==> config.mk <==
export PLATFORM = sky130hd
export DESIGN_NAME = icache_dbg_loader
export DESIGN_NICKNAME = d
export VERILOG_FILES = /design/src/rtl/icld_pkg.sv /design/src/rtl/icld_hdr_decode.sv /design/src/rtl/icld_line_asm.sv /design/src/rtl/icache_dbg_loader.sv
export SDC_FILE = /design/constraint.sdc
export NUM_CORES = 1
export LEC_CHECK = 0
export BUFFER_PORTS_ARGS = -buffer_cell sky130_fd_sc_hd__clkbuf_2
export CAP_MARGIN = 5
export CORE_UTILIZATION = 45
export CTS_BUF_LIST = sky130_fd_sc_hd__clkbuf_8
export CTS_CLUSTER_SIZE = 40
export DETAILED_ROUTE_END_ITERATION = 10
export PLACE_DENSITY_LB_ADDON = 0.1
export SLEW_MARGIN = 20
export SYNTH_ARGS = -nofsm -noshare
export SYNTH_HDL_FRONTEND = slang
export SYNTH_SLANG_ARGS = --single-unit
==> constraint.sdc <==
create_clock -name clk -period 11.4 [get_ports clk]
set_input_delay 1.71 -clock clk [delete_from_list [all_inputs] [get_ports clk]]
set_output_delay 1.71 -clock clk [all_outputs]
set_load 0.005 [all_outputs]
==> src/rtl/icld_pkg.sv <==
package icld_pkg;

   localparam int CODE_W = 3;

   localparam logic [CODE_W-1:0] FN_INV_LINE = 3'b000;
   localparam logic [CODE_W-1:0] FN_INV_MINI = 3'b001;
   localparam logic [CODE_W-1:0] FN_LD_MAIN  = 3'b010;
   localparam logic [CODE_W-1:0] FN_LD_MINI  = 3'b011;

   typedef enum logic [2:0] {
      OP_NONE,
      OP_INV_MAIN,
      OP_INV_MINI,
      OP_LD_MAIN,
      OP_LD_MINI,
      OP_RSVD
   } op_e;

endpackage

==> src/rtl/icld_hdr_decode.sv <==
module icld_hdr_decode
   import icld_pkg::*;
#(
   parameter int PKT_W = 33,
   parameter int OFF_W = 5
) (
   input  logic             pkt_valid_i,
   input  logic [PKT_W-1:0] pkt_i,
   output logic             hdr_o,
   output op_e              op_o,
   output logic [PKT_W-2:0] addr_o
);

   localparam int AW = PKT_W - 1;
   localparam logic [AW-1:0] OFF_MASK = AW'((64'd1 << OFF_W) - 64'd1);

   assign hdr_o  = pkt_valid_i & pkt_i[PKT_W-1];
   assign addr_o = pkt_i[AW-1:0] & ~OFF_MASK;

   always_comb begin
      op_o = OP_NONE;
      if (hdr_o) begin
         case (pkt_i[CODE_W-1:0])
            FN_INV_LINE: op_o = OP_INV_MAIN;
            FN_INV_MINI: op_o = OP_INV_MINI;
            FN_LD_MAIN:  op_o = OP_LD_MAIN;
            FN_LD_MINI:  op_o = OP_LD_MINI;
            default:     op_o = OP_RSVD;
         endcase
      end
   end

endmodule

==> src/rtl/icld_line_asm.sv <==
module icld_line_asm #(
   parameter int WORD_W = 32,
   parameter int WORDS  = 8
) (
   input  logic                    clk,
   input  logic                    rst_n,
   input  logic                    clr_i,
   input  logic                    wr_i,
   input  logic [WORD_W-1:0]       wdata_i,
   output logic                    last_o,
   output logic [WORDS*WORD_W-1:0] line_o
);

   localparam int CNT_W = (WORDS > 1) ? $clog2(WORDS) : 1;

   logic [CNT_W-1:0]  cnt_q;
   logic [WORD_W-1:0] words_q [WORDS];

   assign last_o = (cnt_q == CNT_W'(WORDS - 1));

   always_ff @(posedge clk or negedge rst_n) begin
      if (!rst_n) begin
         cnt_q <= '0;
      end else if (clr_i) begin
         cnt_q <= '0;
      end else if (wr_i) begin
         cnt_q <= last_o ? '0 : cnt_q + 1'b1;
      end
   end

   for (genvar gi = 0; gi < WORDS; gi++) begin : g_word
      always_ff @(posedge clk) begin
         if (wr_i && !clr_i && cnt_q == CNT_W'(gi)) begin
            words_q[gi] <= wdata_i;
         end
      end
      assign line_o[gi*WORD_W +: WORD_W] = words_q[gi];
   end

   // after the final word the slot pointer returns to the first word
   assert_cnt_wrap_R4: assert property (@(posedge clk) disable iff (!rst_n)
      (wr_i && last_o && !clr_i) |=> (cnt_q == '0));

   // an abort always restarts filling at word 0
   assert_clr_restart_R7: assert property (@(posedge clk) disable iff (!rst_n)
      clr_i |=> (cnt_q == '0));

endmodule

==> src/rtl/icache_dbg_loader.sv <==
module icache_dbg_loader
   import icld_pkg::*;
#(
   parameter int PKT_W = 33,
   parameter int WORDS = 8
) (
   input  logic                            clk,
   input  logic                            rst_n,
   input  logic                            pkt_valid_i,
   input  logic [PKT_W-1:0]                pkt_i,
   output logic                            inv_main_o,
   output logic                            inv_mini_o,
   output logic                            load_main_o,
   output logic                            load_mini_o,
   output logic [PKT_W-2:0]                line_addr_o,
   output logic [WORDS*(PKT_W-1)-1:0]      line_data_o,
   output logic                            err_o
);

   localparam int WORD_W = PKT_W - 1;
   localparam int LINE_B = WORDS * WORD_W / 8;
   localparam int OFF_W  = $clog2(LINE_B);

   logic             hdr;
   op_e              op;
   logic [WORD_W-1:0] hdr_addr;
   logic             asm_wr;
   logic             asm_last;
   logic             busy_q;
   logic             tgt_mini_q;

   icld_hdr_decode #(
      .PKT_W (PKT_W),
      .OFF_W (OFF_W)
   ) u_dec (
      .pkt_valid_i (pkt_valid_i),
      .pkt_i       (pkt_i),
      .hdr_o       (hdr),
      .op_o        (op),
      .addr_o      (hdr_addr)
   );

   assign asm_wr = pkt_valid_i & ~pkt_i[PKT_W-1] & busy_q;

   icld_line_asm #(
      .WORD_W (WORD_W),
      .WORDS  (WORDS)
   ) u_asm (
      .clk     (clk),
      .rst_n   (rst_n),
      .clr_i   (hdr),
      .wr_i    (asm_wr),
      .wdata_i (pkt_i[WORD_W-1:0]),
      .last_o  (asm_last),
      .line_o  (line_data_o)
   );

   always_ff @(posedge clk or negedge rst_n) begin
      if (!rst_n) begin
         inv_main_o  <= 1'b0;
         inv_mini_o  <= 1'b0;
         load_main_o <= 1'b0;
         load_mini_o <= 1'b0;
         line_addr_o <= '0;
         busy_q      <= 1'b0;
         tgt_mini_q  <= 1'b0;
         err_o       <= 1'b0;
      end else begin
         inv_main_o  <= 1'b0;
         inv_mini_o  <= 1'b0;
         load_main_o <= 1'b0;
         load_mini_o <= 1'b0;
         if (hdr) begin
            busy_q <= 1'b0;
            case (op)
               OP_INV_MAIN: begin
                  inv_main_o  <= 1'b1;
                  line_addr_o <= hdr_addr;
               end
               OP_INV_MINI: inv_mini_o <= 1'b1;
               OP_LD_MAIN, OP_LD_MINI: begin
                  busy_q      <= 1'b1;
                  tgt_mini_q  <= (op == OP_LD_MINI);
                  line_addr_o <= hdr_addr;
               end
               OP_RSVD: err_o <= 1'b1;
               default: ;
            endcase
         end else if (asm_wr && asm_last) begin
            busy_q <= 1'b0;
            if (tgt_mini_q) load_mini_o <= 1'b1;
            else            load_main_o <= 1'b1;
         end
      end
   end

   // strobes are mutually exclusive
   assert_one_strobe_R8: assert property (@(posedge clk) disable iff (!rst_n)
      $onehot0({inv_main_o, inv_mini_o, load_main_o, load_mini_o}));

   // line invalidate follows its header with the aligned address
   assert_inv_addr_R2: assert property (@(posedge clk) disable iff (!rst_n)
      (pkt_valid_i && pkt_i[PKT_W-1] && pkt_i[2:0] == FN_INV_LINE)
      |=> (inv_main_o && line_addr_o[OFF_W-1:0] == '0
           && line_addr_o[WORD_W-1:OFF_W] == $past(pkt_i[WORD_W-1:OFF_W])));

   // mini clear never touches the main cache
   assert_mini_only_R3: assert property (@(posedge clk) disable iff (!rst_n)
      (pkt_valid_i && pkt_i[PKT_W-1] && pkt_i[2:0] == FN_INV_MINI)
      |=> (inv_mini_o && !inv_main_o));

   // reserved codes raise the flag and no strobe
   assert_rsvd_flag_R6: assert property (@(posedge clk) disable iff (!rst_n)
      (pkt_valid_i && pkt_i[PKT_W-1] && pkt_i[2])
      |=> (err_o && !inv_main_o && !inv_mini_o && !load_main_o && !load_mini_o));

   // the flag is sticky
   assert_err_sticky_R6: assert property (@(posedge clk) disable iff (!rst_n)
      err_o |=> err_o);

   // a write commits only right after a data packet
   assert_load_after_data_R4: assert property (@(posedge clk) disable iff (!rst_n)
      (load_main_o || load_mini_o) |-> $past(pkt_valid_i && !pkt_i[PKT_W-1]));

   // a header during a line write never yields a write strobe next
   assert_abort_no_load_R7: assert property (@(posedge clk) disable iff (!rst_n)
      (pkt_valid_i && pkt_i[PKT_W-1]) |=> (!load_main_o && !load_mini_o));

endmodule

Yosys cells after proc, flatten, opt, wreduce, memory -nomap -nowiden
Memories as Yosys holds them, arrays and structs flattened.
Index checks and enable logic that the tools add are counted.
- reduce and logical (&&, ||, !) cells: 27
- mux-type cells: 55
- add/sub/neg operators: 1
- equality and inequality tests: 15
- bitwise logic cells: 4
- operators with widths (cell ; count):
    32-bit 2-to-1 mux ; 7
    32-bit OR reduction ; 7
    1-bit 2-to-1 mux ; 36
    3-bit 2-to-1 mux ; 11
    3-bit by 2-bit equality test with 1-bit output, second input constant ; 6
    3-bit equality test, second input constant ; 6
    3-bit one-hot mux with 4 select lines ; 1
    1-bit logical AND ; 10
    3-bit by 1-bit equality test with 1-bit output, second input constant ; 3
    3-bit zero test ; 2
    2-bit AND reduction ; 3
    2-bit nonzero test ; 2
    3-bit by 1-bit adder with 3-bit output, second input constant ; 1
    1-bit bitwise AND ; 3
    3-bit OR reduction ; 1
    2-bit OR reduction ; 1
    1-bit zero test ; 1
    1-bit NOT ; 1
- word-level logic and storage cells: 112
- output and inout port bits: 293
- memories: 1
- memory bits (writable): 256
- input bits: 36
- register bits: 37
- memory list (name ; words ; width ; rd ports ; clocked after Yosys merged registers in ; wr ports ; line ; source):
    u_asm.words_q ; 8 ; 32 ; 8 ; 0 ; 1 ; icld_line_asm.sv:17 ; logic [WORD_W-1:0] words_q [WORDS];

Logic depth before layout (Yosys ltp)
Gate-level depths: netlist (run 1).
- depth in word-level cells: 15
- gate-level depth with buffers: 5
- gate-level depth less buffers: 5

By module
From an unflattened synthesis (run 1), not the netlist that was laid out.
- cells, all modules: 606
- area, all modules: 10730.3 µm²
- by module, submodules not included (module ; sequential area each (µm²) ; instances ; cells an instance ; area an instance (µm²)):
    icld_line_asm ; 7762.4 ; 1 ; 285 ; 7953.9
    icache_dbg_loader ; 975.9 ; 1 ; 280 ; 2488.6
    icld_hdr_decode ; 0.0 ; 1 ; 41 ; 287.8

Least setup slack after synthesis (run 1)
OpenSTA, ideal clock, no wires.
- path type: input to register
- start point: in pkt_valid_i
- end point: mem u_asm.words_q[7][4], in the netlist u_asm.words_q[1][100] (enable)
- arrival time: 4.387 ns
- cell stages on the path: 3
- setup time: 0.471 ns
- buffers on the path: 1
- path slack: 6.542 ns
- data required time: 10.929 ns
- cells stage by stage: buf_4 -> nand2_1 -> nor3b_1
- cells in the longest elaborated chain, start to end: 14
- elaborated cells between the ends (all ways): 50
- those cells by class: 30 x mux; 3 x bitwise; 17 x reduce/logical
- ends and longest elaborated chain (element ; line ; source):
    from (decl) ; icache_dbg_loader.sv:9 ; input logic pkt_valid_i,
    1-bit bitwise AND, on equally long branches ; icache_dbg_loader.sv:43, icld_hdr_decode.sv:17 ;
    1-bit bitwise AND or 1-bit zero test (tied branches) ; icache_dbg_loader.sv:43, icld_line_asm.sv:33 ;
    1-bit logical AND * ; icld_line_asm.sv:33 ; if (wr_i && !clr_i && cnt_q == CNT_W'(gi)) begin
    1-bit logical AND ; icld_line_asm.sv:33 ;
    1-bit 2-to-1 mux ; icld_line_asm.sv:33 ;
    1-bit 2-to-1 mux (implied by the code) ; icld_line_asm.sv:34 ; words_q[gi] <= wdata_i;
    32-bit OR reduction (no source line) ; -- ;
    3-bit 2-to-1 mux (no source line) or 1-bit 2-to-1 mux (tied branches) (7 in a row) ; -- ;
    to (decl) ; icld_line_asm.sv:17 ;
Every way passes the cells marked *; elsewhere a longest branch is shown, timed or not.

Final worst setup path (run 1)
- start point: in pkt_i[32]
- end point: mem u_asm.words_q[0][31] (enable)
- cells in the longest elaborated chain, start to end: 15
- elaborated cells between the ends (all ways): 51
- those cells by class: 30 x mux; 4 x bitwise; 17 x reduce/logical
- ends and longest elaborated chain (element ; line ; source):
    from (decl) ; icache_dbg_loader.sv:10 ; input logic [PKT_W-1:0] pkt_i,
    1-bit NOT ; icache_dbg_loader.sv:43 ; assign asm_wr = pkt_valid_i & ~pkt_i[PKT_W-1] & busy_q;
    1-bit bitwise AND (2 in a row) ; icache_dbg_loader.sv:43 ;
    1-bit logical AND * ; icld_line_asm.sv:33 ;
    1-bit logical AND ; icld_line_asm.sv:33 ;
    1-bit 2-to-1 mux ; icld_line_asm.sv:33 ;
    1-bit 2-to-1 mux (implied by the code) ; icld_line_asm.sv:34 ;
    32-bit OR reduction (no source line) ; -- ;
    3-bit 2-to-1 mux (no source line) or 1-bit 2-to-1 mux (tied branches) (7 in a row) ; -- ;
Marked as above.

==> results of run 1 <==
[logic make-up (layout without fill, tap and decap cells)]
kind of cell             Yosys count  after routing  share of synthesized area [%]
other                              1              5                         0.0399
adder cells (fa/ha/maj)            6              6                          0.799
flip-flops                       293            293                           91.7
buffers and inverters             13            413                           1.15
AND/OR/NAND/NOR                   20             20                           1.41
multiplexers                      28             28                           4.16
AO/OA/AOI/OAI                      9              9                          0.773
[synthesized netlist by cell type (2+ instances only)]
| library cell | n | area share, % |
|---|---|---|
| edfxtp_1 | 256 | 82 |
| dfrtp_1 | 37 | 9.9 |
| mux2_4 | 20 | 3.2 |
| mux2_2 | 8 | 0.96 |
| buf_4 | 7 | 0.56 |
| and3_1 | 6 | 0.40 |
| ha_1 | 6 | 0.80 |
| inv_1 | 4 | 0.16 |
| nand2_1 | 4 | 0.16 |
| and2_1 | 2 | 0.13 |
| buf_12 | 2 | 0.43 |
| nor3b_1 | 2 | 0.16 |
| o21ai_0 | 2 | 0.11 |
| o22ai_1 | 2 | 0.13 |
[area by class of cell]
| type | count | area [sq um] | area share, % |
|---|---|---|---|
| clock buffers | 52 | 716 | 5.88 |
| flip-flops and latches | 293 | 8610 | 70.8 |
| repair buffers | 325 | 1630 | 13.4 |
| clock inverters | 32 | 153 | 1.25 |
| inverters | 4 | 15.0 | 0.123 |
| well taps | 270 | 338 | 2.78 |
| multi-input cells | 68 | 703 | 5.78 |
[routing by layer]
| layer | up-vias | GRT usage (%) |
|---|---|---|
| met5 | - | 0 |
| met4 | 0 | 6.30 |
| met3 | 24 | 5.19 |
| met2 | 252 | 34.5 |
| met1 | 2522 | 26.5 |
| li1 | 2187 | - |
[metrics by stage]
stage | area, sq um | total power (uW)
after CTS | 12200 | 2170
after global placement | 11300 | 1350
after floorplan | 9410 | 1280
after global routing | 12200 | 2230
final | 12200 | 2150
after detailed placement | 11300 | 1350
[worst max-delay path by stage]
stage                           start                              end  slack, ns  cells past startpoint
final                       pkt_i[32]   u_asm.words_q[0][31]$_DFFE_PP_       8.47                      3
after global routing        pkt_i[32]   u_asm.words_q[0][31]$_DFFE_PP_       8.39                      3
after CTS                   pkt_i[32]  u_asm.words_q[0][127]$_DFFE_PP_       8.49                      3
after detailed placement    pkt_i[32]   u_asm.words_q[0][72]$_DFFE_PP_       7.93                      3
after global placement      pkt_i[32]   u_asm.words_q[0][10]$_DFFE_PP_       8.00                      3
after floorplan           pkt_valid_i  u_asm.words_q[1][100]$_DFFE_PP_       6.54                      3
[worst register-to-register path: stages, from the launching register on]
cell and delay (ns):
dfrtp_1 0.44, ha_1 0.21, ha_1 0.14, and2_2 0.78
[registers in the layout, indices dropped and copies added, names as in the netlist]
signal,count
u_asm.cnt_q,3
load_mini_o,1
err_o,1
load_main_o,1
inv_mini_o,1
inv_main_o,1
line_addr_o,27
u_asm.words_q,256
busy_q,1
tgt_mini_q,1
[power groups by stage]
| stage | Combinational (uW) | Sequential, uW | Clock (uW) |
|---|---|---|---|
| CTS | 111 | 1220 | 836 |
| global placement | 107 | 1240 | 0 |
| floorplan | 45.0 | 1240 | 0 |
| detailed placement | 111 | 1240 | 0 |
| finish | 109 | 1220 | 817 |
| global route | 118 | 1220 | 884 |
==> run_summary.xml, run 1 <==
<?xml version="1.0" encoding="UTF-8"?>
<metrics>
  <group name="status">
    <metric name="run_status" unit="">finished clean</metric>
  </group>
  <group name="sta">
    <metric name="fin_worst_hold_slack" unit="ns">0.470</metric>
    <metric name="slew_viol_final" unit="">0</metric>
    <metric name="timing_worst_slew_pin_value" unit="ns">0.964</metric>
    <metric name="timing.final.ws_setup" unit="ns">8.47</metric>
    <metric name="timing.final.crit_period" unit="ns">2.93</metric>
    <metric name="setup_tns" unit="ns">0</metric>
    <metric name="hold_viol" unit="">0</metric>
    <metric name="maxSlewHeadroom" unit="%">35.7</metric>
    <metric name="finalClockSkew" unit="ns">0.0235</metric>
    <metric name="final_min_period_over_clock_period" unit="%">25.7</metric>
    <metric name="maxClockFrequency" unit="GHz">0.342</metric>
    <metric name="number_of_endpoints_failing_setup_at_the_final_stage" unit="">0</metric>
    <metric name="rsz0062_at_grt" unit="">no</metric>
  </group>
  <group name="drt">
    <metric name="antenna_violating_nets_post_route" unit="">0</metric>
    <metric name="finalWirelength" unit="microns">22200</metric>
    <metric name="drtPass1Iterations" unit="">4</metric>
    <metric name="maxUsedRoutingLayer" unit="">met4</metric>
    <metric name="drt-wirelength-per-cell" unit="microns">21.2</metric>
    <metric name="route.vias.total" unit="">4985</metric>
    <metric name="met1Wirelength" unit="microns">9080</metric>
    <metric name="drcViolationCount" unit="">0</metric>
    <metric name="initialDrtViolationCount" unit="">156</metric>
    <metric name="routed-wl-met3" unit="microns">1440</metric>
    <metric name="via_per_inst" unit="">4.77</metric>
    <metric name="wl_met2" unit="microns">11300</metric>
  </group>
  <group name="logic_synthesis">
    <metric name="synthesis_warnings" unit="">0</metric>
    <metric name="number_of_enable_flip_flop_cells_after_synthesis" unit="">256</metric>
    <metric name="synth_seq_area_share" unit="%">91.7</metric>
    <metric name="synthesis_stage_register_bit_count" unit="">293</metric>
    <metric name="postSynth.topFlopCell" unit="">edfxtp_1</metric>
    <metric name="async_flop_share" unit="%">12.6</metric>
    <metric name="postSynthCellCount" unit="">370</metric>
    <metric name="post_synthesis_instance_area" unit="sq um">9400</metric>
    <metric name="synth_cell_types" unit="">26</metric>
    <metric name="syn-mean-instance-area" unit="sq um">25.4</metric>
  </group>
  <group name="critical_path">
    <metric name="critical_path_class" unit="">primary input to flip-flop</metric>
    <metric name="reg2reg_to" unit="">u_asm.words_q[0][108]$_DFFE_PP_</metric>
    <metric name="crit_path_max_fanout" unit="">32</metric>
    <metric name="endpoint_kind" unit="">flip-flop</metric>
    <metric name="critPathTopFamily" unit="">simple AND/OR/NAND/NOR gates</metric>
    <metric name="cp_cell_sequence" unit="">clkbuf_2, and3b_2, and3_2</metric>
    <metric name="cp.buffers_inverters" unit="">1</metric>
    <metric name="worst_ep_required_time" unit="ns">11.54</metric>
    <metric name="critical_path_arrival" unit="ns">3.07</metric>
    <metric name="crit_path_max_incr_delay" unit="ns">0.84</metric>
    <metric name="worst-r2r-setup-slack" unit="ns">9.42</metric>
    <metric name="critPathLaunchType" unit="">primary input</metric>
    <metric name="timing.critical_path.slowest_stage_cell" unit="">and3_2</metric>
    <metric name="rr_worst_depth" unit="">3</metric>
    <metric name="r2r-start" unit="">u_asm.cnt_q[0]$_DFFE_PN0P_</metric>
  </group>
  <group name="cts">
    <metric name="h-tree-depth" unit="">2</metric>
    <metric name="cts.hold.buffers_added" unit="">0</metric>
    <metric name="cts-buffers-inserted" unit="">45</metric>
    <metric name="cts_tree" unit="">yes</metric>
    <metric name="cts_max_path_buffers" unit="">3</metric>
    <metric name="post_cts_resized" unit="">0</metric>
    <metric name="post_cts_clock_slew_at_the_launch_and_capture_registers_of_the_worst_setup_and_hold_paths" unit="ns">0.06</metric>
    <metric name="worst_skew_pair.late_latency" unit="ns">0.54</metric>
    <metric name="post-cts-setup-buffer-count" unit="">0</metric>
    <metric name="cts-root-buf" unit="">clkbuf_8</metric>
    <metric name="clkSinkCount" unit="">293</metric>
  </group>
  <group name="power">
    <metric name="switching_share" unit="%">21.3</metric>
    <metric name="combPwrFrac" unit="%">5.1</metric>
    <metric name="power.density_cell_area" unit="nW/um^2">176</metric>
    <metric name="leakage" unit="uW">0.00497</metric>
    <metric name="vdd_ir_drop_max" unit="V">0.0000900</metric>
    <metric name="net-switching-power" unit="uW">458</metric>
    <metric name="power_report.internal_total" unit="uW">1690</metric>
    <metric name="seq_power_share" unit="%">56.9</metric>
    <metric name="power.clock.fraction" unit="%">38.0</metric>
  </group>
  <group name="floorplan">
    <metric name="die_width" unit="microns">146</metric>
    <metric name="floorplan.initialDensity" unit="%">46.1</metric>
    <metric name="die_area" unit="sq um">21500</metric>
    <metric name="cell_row_count" unit="">52</metric>
    <metric name="die_y" unit="microns">146</metric>
    <metric name="fp.coreArea" unit="sq um">20400</metric>
    <metric name="io_pins" unit="">329</metric>
  </group>
  <group name="run">
    <metric name="maxCapViolCount" unit="">0</metric>
  </group>
  <group name="finish">
    <metric name="mostFrequentLayoutCell" unit="">clkbuf_2</metric>
    <metric name="layout.cells.most_common_list" unit="">clkbuf_2, edfxtp_1, clkbuf_8</metric>
    <metric name="count_of_filler_cells_inserted_in_the_layout" unit="">1526</metric>
    <metric name="nNetsFinal" unit="">779</metric>
    <metric name="finish.cell_count_without_fillers" unit="">1044</metric>
    <metric name="drive_gt1_share" unit="%">54.5</metric>
    <metric name="area.growth.synth_to_final" unit="%">29.5</metric>
    <metric name="antenna_cells_inserted" unit="">0</metric>
    <metric name="finish.utilization" unit="%">59.8</metric>
  </group>
  <group name="global_routing">
    <metric name="grt_util_all_layers" unit="%">20.6</metric>
    <metric name="grt_pass1_vias" unit="">4989</metric>
    <metric name="pin_count_of_the_biggest_net_entering_global_routing" unit="">38</metric>
    <metric name="grt_pass1_wl" unit="microns">32000</metric>
    <metric name="global_route.overflow_total" unit="">0</metric>
    <metric name="antenna_found_initial" unit="">0</metric>
  </group>
  <group name="place">
    <metric name="place.gp.congestion" unit="">0.779</metric>
    <metric name="pre_cts_setup_slack" unit="ns">7.93</metric>
    <metric name="port-buffer-count" unit="">323</metric>
    <metric name="detailedPlacementHpwl" unit="microns">14400</metric>
    <metric name="placed_cells" unit="">960</metric>
  </group>
  <group name="hold_path">
    <metric name="startpoint_of_the_lowest_slack_hold_path" unit="">tgt_mini_q$_DFFE_PN0P_</metric>
    <metric name="worst_hold_path.endpoint" unit="">load_main_o$_DFF_PN0_</metric>
    <metric name="min_path_type" unit="">flip-flop to flip-flop</metric>
    <metric name="holdPathStages" unit="">1</metric>
  </group>
</metrics>
(Power assumes the default switching activity.)
==> run 2, diff against run 1 <==
- ABC_AREA: default -> 1
- clock period: 11.4 -> 2.88 ns (I/O delays scaled with it)
==> run 2 against run 1 <==
Die area up 0.86%; final area grew 0.61%; synthesized cell count rose by 19%; largest power group unchanged; critical endpoint is now u_asm.words_q[1][103]$_DFFE_PP_; global-route usage grew 0.51 points; non-clock buffer count grew 15; core utilization up 0.17 points; sequential power grew to 3.9 times the previous value; worst setup slack got worse by 7.8 ns; routed wire length rose by 2.9%; clock skew decreased by 0.014 ns; highest routed layer unchanged; power rose to 3.8 times the previous value.
==> run_summary.xml, run 2 <==
<?xml version="1.0" encoding="UTF-8"?>
<metrics>
  <group name="logic_synthesis">
    <metric name="synthesis_stage_register_bit_count" unit="">293</metric>
    <metric name="synth_common_cells" unit="">edfxtp_1, nand2_1, dfrtp_1</metric>
    <metric name="postSynth.topFlopCell" unit="">edfxtp_1</metric>
    <metric name="post-synth-top-area-cell" unit="">edfxtp_1</metric>
    <metric name="postSynthCellCount" unit="">441</metric>
    <metric name="mux_cell_area_share_after_synthesis" unit="%">0</metric>
    <metric name="leading_post_synthesis_cells_by_cell_area" unit="">edfxtp_1, dfrtp_1, nand2_1, o211ai_1, ha_1</metric>
    <metric name="post_synthesis_instance_area" unit="sq um">9480</metric>
    <metric name="compound_gate_fraction_of_synth_area" unit="%">2.56</metric>
    <metric name="synth_seq_area_share" unit="%">90.9</metric>
    <metric name="syn-mean-instance-area" unit="sq um">21.5</metric>
    <metric name="number_of_enable_flip_flop_cells_after_synthesis" unit="">256</metric>
    <metric name="synth_top_cell_area_share" unit="%">81.1</metric>
    <metric name="synthSimpleGateAreaFrac" unit="%">3.64</metric>
    <metric name="synth.most_common_cell" unit="">edfxtp_1</metric>
    <metric name="async_flop_share" unit="%">12.6</metric>
    <metric name="yosys.area_share.adder" unit="%">0.792</metric>
    <metric name="synth_cell_types" unit="">23</metric>
    <metric name="post_synth_xor_area_fraction" unit="%">0</metric>
    <metric name="synthesis_warnings" unit="">0</metric>
    <metric name="synth_top_family_by_area" unit="">simple AND/OR/NAND/NOR gates</metric>
  </group>
  <group name="power">
    <metric name="vdd_ir_drop_max" unit="V">0.000373</metric>
    <metric name="power_report.internal_total" unit="uW">6310</metric>
    <metric name="power.density_cell_area" unit="nW/um^2">658</metric>
    <metric name="combPwrFrac" unit="%">4.3</metric>
    <metric name="power.clock.fraction" unit="%">36.6</metric>
    <metric name="report.power.total" unit="uW">8060</metric>
    <metric name="net-switching-power" unit="uW">1750</metric>
    <metric name="leakage" unit="uW">0.00509</metric>
    <metric name="switching_share" unit="%">21.7</metric>
    <metric name="seq_power_share" unit="%">59.1</metric>
  </group>
  <group name="cts">
    <metric name="post-cts-setup-buffer-count" unit="">0</metric>
    <metric name="post_cts_resized" unit="">0</metric>
    <metric name="cts_max_path_buffers" unit="">3</metric>
    <metric name="h-tree-depth" unit="">2</metric>
    <metric name="cts-buffers-inserted" unit="">45</metric>
    <metric name="cts-root-buf" unit="">clkbuf_8</metric>
    <metric name="worst_skew_pair.late_latency" unit="ns">0.53</metric>
    <metric name="post_cts_clock_slew_at_the_launch_and_capture_registers_of_the_worst_setup_and_hold_paths" unit="ns">0.06</metric>
    <metric name="cts_tree" unit="">yes</metric>
    <metric name="cts.hold.buffers_added" unit="">0</metric>
    <metric name="clkSinkCount" unit="">293</metric>
  </group>
  <group name="global_routing">
    <metric name="grt_pass1_wl" unit="microns">33200</metric>
    <metric name="global_route.overflow_total" unit="">0</metric>
    <metric name="pin_count_of_the_biggest_net_entering_global_routing" unit="">40</metric>
    <metric name="grt_util_all_layers" unit="%">21.1</metric>
    <metric name="grt_pass1_vias" unit="">5319</metric>
    <metric name="antenna_found_initial" unit="">0</metric>
  </group>
  <group name="sta">
    <metric name="maxClockFrequency" unit="GHz">0.444</metric>
    <metric name="number_of_endpoints_failing_setup_at_the_final_stage" unit="">0</metric>
    <metric name="timing.final.ws_setup" unit="ns">0.627</metric>
    <metric name="setup_tns" unit="ns">0</metric>
    <metric name="final_min_period_over_clock_period" unit="%">78.2</metric>
    <metric name="timing.final.crit_period" unit="ns">2.25</metric>
    <metric name="slew_viol_final" unit="">0</metric>
    <metric name="timing_worst_slew_pin_value" unit="ns">0.868</metric>
    <metric name="maxSlewHeadroom" unit="%">42.1</metric>
    <metric name="rsz0062_at_grt" unit="">no</metric>
    <metric name="hold_viol" unit="">0</metric>
    <metric name="finalClockSkew" unit="ns">0.00996</metric>
  </group>
  <group name="floorplan">
    <metric name="die_width" unit="microns">147</metric>
    <metric name="die_y" unit="microns">147</metric>
    <metric name="io_pins" unit="">329</metric>
    <metric name="cell_row_count" unit="">52</metric>
    <metric name="die_area" unit="sq um">21600</metric>
    <metric name="floorplan.initialDensity" unit="%">46.4</metric>
    <metric name="fp.coreArea" unit="sq um">20400</metric>
  </group>
  <group name="run">
    <metric name="maxCapViolCount" unit="">0</metric>
  </group>
  <group name="critical_path">
    <metric name="crit_path_max_fanout" unit="">17</metric>
    <metric name="endpoint_kind" unit="">flip-flop</metric>
    <metric name="critPathLaunchType" unit="">flip-flop</metric>
    <metric name="timing.critical_path.slowest_stage_cell" unit="">clkinv_1</metric>
    <metric name="crit_path_max_incr_delay" unit="ns">0.56</metric>
    <metric name="cp_cell_sequence" unit="">ha_1, ha_1, nand4_1, clkinv_1, buf_12</metric>
    <metric name="worst-r2r-setup-slack" unit="ns">0.63</metric>
    <metric name="critical_path_arrival" unit="ns">2.52</metric>
    <metric name="reg2reg_to" unit="">u_asm.words_q[1][103]$_DFFE_PP_</metric>
    <metric name="cp.buffers_inverters" unit="">2</metric>
    <metric name="worst_ep_required_time" unit="ns">3.15</metric>
    <metric name="critPathTopFamily" unit="">buffers and inverters</metric>
    <metric name="rr_worst_depth" unit="">5</metric>
    <metric name="critical_path_class" unit="">flip-flop to flip-flop</metric>
    <metric name="library_cell_appearing_most_often_on_the_critical_path" unit="">ha_1</metric>
    <metric name="r2r-start" unit="">u_asm.cnt_q[0]$_DFFE_PN0P_</metric>
  </group>
  <group name="drt">
    <metric name="drt-wirelength-per-cell" unit="microns">20.4</metric>
    <metric name="finalWirelength" unit="microns">22800</metric>
    <metric name="drcViolationCount" unit="">0</metric>
    <metric name="drtPass1Iterations" unit="">4</metric>
    <metric name="met1Wirelength" unit="microns">9420</metric>
    <metric name="via_per_inst" unit="">4.74</metric>
    <metric name="routed-wl-met3" unit="microns">1550</metric>
    <metric name="route.vias.total" unit="">5295</metric>
    <metric name="maxUsedRoutingLayer" unit="">met4</metric>
    <metric name="antenna_violating_nets_post_route" unit="">0</metric>
    <metric name="initialDrtViolationCount" unit="">316</metric>
    <metric name="wl_met2" unit="microns">11500</metric>
  </group>
  <group name="finish">
    <metric name="area.growth.synth_to_final" unit="%">29.2</metric>
    <metric name="finish.instance_area" unit="sq um">12200</metric>
    <metric name="count_of_filler_cells_inserted_in_the_layout" unit="">1601</metric>
    <metric name="largest-register" unit="">u_asm.words_q</metric>
    <metric name="mostFrequentLayoutCell" unit="">clkbuf_2</metric>
    <metric name="top_regs" unit="">u_asm.words_q: 256 flops, line_addr_o: 27 flops, u_asm.cnt_q: 3 flops</metric>
    <metric name="finish.utilization" unit="%">59.9</metric>
    <metric name="drive_gt1_share" unit="%">47.5</metric>
    <metric name="layout.cells.most_common_list" unit="">clkbuf_2, edfxtp_1, nand2_1</metric>
    <metric name="multiInputGateArea" unit="sq um">719</metric>
    <metric name="largest_register_ff_count" unit="">256</metric>
    <metric name="antenna_cells_inserted" unit="">0</metric>
    <metric name="regArea" unit="sq um">8610</metric>
    <metric name="nNetsFinal" unit="">856</metric>
  </group>
  <group name="place">
    <metric name="place.gp.congestion" unit="">0.757</metric>
    <metric name="pre_cts_setup_slack" unit="ns">0.626</metric>
    <metric name="port-buffer-count" unit="">323</metric>
    <metric name="detailedPlacementHpwl" unit="microns">14900</metric>
    <metric name="dpl_cell_area" unit="sq um">11500</metric>
  </group>
  <group name="hold_path">
    <metric name="min_path_type" unit="">primary input to asynchronous set/reset pin</metric>
  </group>
  <group name="status">
    <metric name="run_status" unit="">finished clean</metric>
  </group>
</metrics>
-- run 2: changes by cell type in the layout (fill, tap and decap cells not counted), moves of 8 or more --
cell	change
buf_4	+14
inv_1	+8
mux2_2	-8
mux2_4	-20
nand2_1	+54
o211ai_1	+27
-- run 2: cells by family (layout without fill, tap and decap cells) --
group,Yosys count,count (layout)
compound gates,32,32
fa+ha+maj,6,6
buf+inv,30,433
flops,293,293
other cells,1,5
simple gates,79,79
-- run 2: how the worst max path moves through the flow --
stage	startpoint	endpoint	slack [ns]	cells after the start
final	u_asm.cnt_q[0]$_DFFE_PN0P_	u_asm.words_q[1][103]$_DFFE_PP_	0.63	5
after global placement	u_asm.cnt_q[0]$_DFFE_PN0P_	u_asm.words_q[1][98]$_DFFE_PP_	0.70	5
after global routing	u_asm.cnt_q[0]$_DFFE_PN0P_	u_asm.words_q[1][101]$_DFFE_PP_	0.44	5
after floorplan	pkt_i[32]	u_asm.words_q[0][0]$_DFFE_PP_	-0.55	4
after CTS	u_asm.cnt_q[0]$_DFFE_PN0P_	u_asm.words_q[1][103]$_DFFE_PP_	0.60	5
after detailed placement	u_asm.cnt_q[0]$_DFFE_PN0P_	u_asm.words_q[1][125]$_DFFE_PP_	0.63	5
-- run 2: cell type report --
cell class | instances | area share (%)
sequential | 293 | 70.4
timing repair buffer | 340 | 14.3
multi-input combinational | 122 | 5.88
clock buffer | 46 | 5.17
tap | 270 | 2.76
clock inverter | 35 | 1.12
inverter | 12 | 0.368
-- run 2: metrics by stage --
step / hold slack (ns) / std cells
after detailed placement: 0.457 / 1037
final: 0.0248 / 1118
after global placement: 0.458 / 1037
after global routing: 0.0795 / 1118
after floorplan: 0.136 / 445
after CTS: 0.0702 / 1118
-- run 2: worst reg2reg max path, stage by stage, from the launching register on --
cell and delay [ns]:
dfrtp_1 0.42, ha_1 0.24, ha_1 0.20, nand4_1 0.16, clkinv_1 0.56, buf_12 0.41
-- run 2: power by group through the flow --
stage / clock network [uW] / registers [uW] / logic (uW)
finish: 2950 / 4770 / 346
global route: 3200 / 4770 / 390
CTS: 3020 / 4770 / 359
detailed placement: 0 / 4850 / 358
global placement: 0 / 4850 / 349
floorplan: 0 / 4860 / 118
-- run 2: metal layers --
metal | up-vias | GRT usage (%)
li1 | 2420 | -
met1 | 2601 | 27.7
met2 | 240 | 35.4
met3 | 34 | 5.12
met4 | 0 | 5.36
met5 | - | 0
==> run 3, diff against run 2 <==
- ABC_AREA: 1 -> 0
- clock period: 2.88 -> 1.9 ns (I/O delays scaled with it)
==> run 3 against run 2 <==
Clock skew grew 0.014 ns; register-to-register slack lost 0.36 ns; die area down 0.85%; routed wire length fell by 0.33%.
==> run_summary.xml, run 3 (same netlist as run 1, synthesis figures left out) <==
<?xml version="1.0" encoding="UTF-8"?>
<metrics>
  <group name="status">
    <metric name="run_status" unit="">finished clean</metric>
  </group>
  <group name="floorplan">
    <metric name="cell_row_count" unit="">52</metric>
    <metric name="floorplan.initialDensity" unit="%">46.1</metric>
    <metric name="die_y" unit="microns">146</metric>
    <metric name="io_pins" unit="">329</metric>
    <metric name="fp.coreArea" unit="sq um">20400</metric>
    <metric name="die_area" unit="sq um">21500</metric>
    <metric name="die_width" unit="microns">146</metric>
  </group>
  <group name="sta">
    <metric name="timing_worst_slew_pin_value" unit="ns">0.581</metric>
    <metric name="number_of_endpoints_failing_setup_at_the_final_stage" unit="">0</metric>
    <metric name="slew_viol_final" unit="">0</metric>
    <metric name="setup_tns" unit="ns">0</metric>
    <metric name="hold_viol" unit="">0</metric>
    <metric name="timing.final.crit_period" unit="ns">1.63</metric>
    <metric name="finalClockSkew" unit="ns">0.0237</metric>
    <metric name="rsz0062_at_grt" unit="">no</metric>
    <metric name="maxClockFrequency" unit="GHz">0.613</metric>
    <metric name="final_min_period_over_clock_period" unit="%">85.8</metric>
    <metric name="maxSlewHeadroom" unit="%">61.3</metric>
    <metric name="fin_worst_hold_slack" unit="ns">0.0452</metric>
  </group>
  <group name="power">
    <metric name="combPwrFrac" unit="%">5.3</metric>
    <metric name="power.clock.fraction" unit="%">38.2</metric>
    <metric name="net-switching-power" unit="uW">2750</metric>
    <metric name="leakage" unit="uW">0.00510</metric>
    <metric name="switching_share" unit="%">21.3</metric>
    <metric name="vdd_ir_drop_max" unit="V">0.000588</metric>
    <metric name="seq_power_share" unit="%">56.6</metric>
    <metric name="power.density_cell_area" unit="nW/um^2">1040</metric>
    <metric name="power_report.internal_total" unit="uW">10200</metric>
  </group>
  <group name="cts">
    <metric name="worst_skew_pair.late_latency" unit="ns">0.55</metric>
    <metric name="cts-root-buf" unit="">clkbuf_8</metric>
    <metric name="clkSinkCount" unit="">293</metric>
    <metric name="post_cts_clock_slew_at_the_launch_and_capture_registers_of_the_worst_setup_and_hold_paths" unit="ns">0.06</metric>
    <metric name="cts_tree" unit="">yes</metric>
    <metric name="cts_max_path_buffers" unit="">3</metric>
    <metric name="h-tree-depth" unit="">2</metric>
    <metric name="post-cts-setup-buffer-count" unit="">0</metric>
    <metric name="cts-buffers-inserted" unit="">45</metric>
  </group>
  <group name="finish">
    <metric name="largest-register" unit="">u_asm.words_q</metric>
    <metric name="top_regs" unit="">u_asm.words_q: 256 flops, line_addr_o: 27 flops, u_asm.cnt_q: 3 flops</metric>
    <metric name="count_of_filler_cells_inserted_in_the_layout" unit="">1510</metric>
    <metric name="drive_gt1_share" unit="%">56.2</metric>
    <metric name="largest_register_ff_count" unit="">256</metric>
    <metric name="regArea" unit="sq um">8610</metric>
    <metric name="mostFrequentLayoutCell" unit="">clkbuf_2</metric>
    <metric name="multiInputGateArea" unit="sq um">724</metric>
    <metric name="nNetsFinal" unit="">798</metric>
    <metric name="antenna_cells_inserted" unit="">0</metric>
    <metric name="area.growth.synth_to_final" unit="%">32.8</metric>
    <metric name="layout.cells.most_common_list" unit="">clkbuf_2, edfxtp_1, clkbuf_8</metric>
  </group>
  <group name="global_routing">
    <metric name="grt_pass1_wl" unit="microns">33700</metric>
    <metric name="grt_pass1_vias" unit="">5233</metric>
    <metric name="antenna_found_initial" unit="">0</metric>
    <metric name="pin_count_of_the_biggest_net_entering_global_routing" unit="">26</metric>
    <metric name="global_route.overflow_total" unit="">0</metric>
    <metric name="grt_util_all_layers" unit="%">21.5</metric>
  </group>
  <group name="hold_path">
    <metric name="min_path_type" unit="">primary input to flip-flop</metric>
    <metric name="worst_hold_path.endpoint" unit="">u_asm.words_q[0][29]$_DFFE_PP_</metric>
    <metric name="holdPathStages" unit="">1</metric>
    <metric name="startpoint_of_the_lowest_slack_hold_path" unit="">pkt_i[29]</metric>
  </group>
  <group name="place">
    <metric name="detailedPlacementHpwl" unit="microns">15400</metric>
    <metric name="port-buffer-count" unit="">323</metric>
    <metric name="place.gp.congestion" unit="">0.761</metric>
  </group>
  <group name="drt">
    <metric name="drtPass1Iterations" unit="">4</metric>
    <metric name="finalWirelength" unit="microns">22700</metric>
    <metric name="drt-wirelength-per-cell" unit="microns">21.4</metric>
    <metric name="initialDrtViolationCount" unit="">276</metric>
    <metric name="antenna_violating_nets_post_route" unit="">0</metric>
    <metric name="route.vias.total" unit="">5026</metric>
    <metric name="via_per_inst" unit="">4.73</metric>
    <metric name="drcViolationCount" unit="">0</metric>
  </group>
  <group name="run">
    <metric name="maxCapViolCount" unit="">0</metric>
  </group>
  <group name="critical_path">
    <metric name="critical_path_arrival" unit="ns">1.85</metric>
    <metric name="worst-r2r-setup-slack" unit="ns">0.27</metric>
    <metric name="reg2reg_to" unit="">u_asm.words_q[1][123]$_DFFE_PP_</metric>
    <metric name="endpoint_kind" unit="">flip-flop</metric>
    <metric name="rr_worst_depth" unit="">4</metric>
    <metric name="worst_ep_required_time" unit="ns">2.12</metric>
    <metric name="crit_path_max_fanout" unit="">13</metric>
    <metric name="r2r-start" unit="">u_asm.cnt_q[0]$_DFFE_PN0P_</metric>
    <metric name="critical_path_class" unit="">flip-flop to flip-flop</metric>
    <metric name="critPathLaunchType" unit="">flip-flop</metric>
  </group>
</metrics>
run 3: cell types whose count changed in the layout (fill, tap and decap cells not counted), sizes merged, moves of 4 or more:
cell,delta
nand3,-5
nor3,-5
clkbuf,+7
inv,-13
mux2,+28
nor2,-4
and3,+6
o211ai,-27
nand2,-55
run 3: worst max path at each step:
stage | startpoint | to | slack, ns | cells past startpoint
5_1_grt | u_asm.cnt_q[0]$_DFFE_PN0P_ | u_asm.words_q[1][96]$_DFFE_PP_ | 0.18 | 4
3_3_place_gp | pkt_i[32] | u_asm.words_q[1][20]$_DFFE_PP_ | 0.30 | 4
4_1_cts | u_asm.cnt_q[0]$_DFFE_PN0P_ | u_asm.words_q[1][96]$_DFFE_PP_ | 0.26 | 4
6_report | u_asm.cnt_q[0]$_DFFE_PN0P_ | u_asm.words_q[1][123]$_DFFE_PP_ | 0.27 | 4
2_1_floorplan | u_asm.cnt_q[0]$_DFFE_PN0P_ | u_asm.words_q[1][100]$_DFFE_PP_ | -0.14 | 3
3_5_place_dp | u_asm.cnt_q[0]$_DFFE_PN0P_ | u_asm.words_q[1][101]$_DFFE_PP_ | 0.27 | 4
run 3: cell type report:
type | instances | area share [%]
Sequential cell | 293 | 69.0
Timing Repair Buffer | 344 | 15.3
Clock buffer | 52 | 5.74
Clock inverter | 31 | 1.23
Inverter | 4 | 0.120
Tap cell | 270 | 2.71
Multi-Input combinational cell | 68 | 5.81
run 3: metrics by stage:
step	util, %	instances	setup WS, ns	power (uW)	cell area, sq um
after global routing	61.3	1062	0.183	13400	12500
after global placement	56.9	978	0.299	8110	11600
final	61.3	1062	0.270	12900	12500
after floorplan	-	374	-0.140	7700	9450
after CTS	61.3	1062	0.260	13100	12500
after detailed placement	56.9	978	0.270	8130	11600
run 3: critical path, cell delays in order, from the launching register on:
cell	delay [ns]
dfrtp_1	0.42
ha_2	0.25
ha_4	0.14
nor3b_4	0.23
buf_4	0.28
run 3: repair_timing:
item | CTS | global route
gates resized for setup | 0 | 0
endpoints found under the setup margin | 0 | 0
hold buffers | 1 | 0
hold endpoints to repair | 17 | 0
run 3: per-layer routing:
| layer | track usage (%) | vias to the layer above | share of wire, % |
|---|---|---|---|
| li1 | - | 2238 | - |
| met1 | 26.5 | 2507 | 40 |
| met2 | 36.0 | 248 | 50 |
| met3 | 7.06 | 33 | 7.8 |
| met4 | 6.51 | 0 | 1.7 |
| met5 | 0 | - | 0 |
run 3: power groups by stage:
stage	Combinational, uW	Sequential (uW)	Clock, uW
finish	679	7300	4930
global route	741	7320	5350
CTS	697	7310	5070
detailed placement	693	7440	0
global placement	676	7430	0
floorplan	273	7430	0
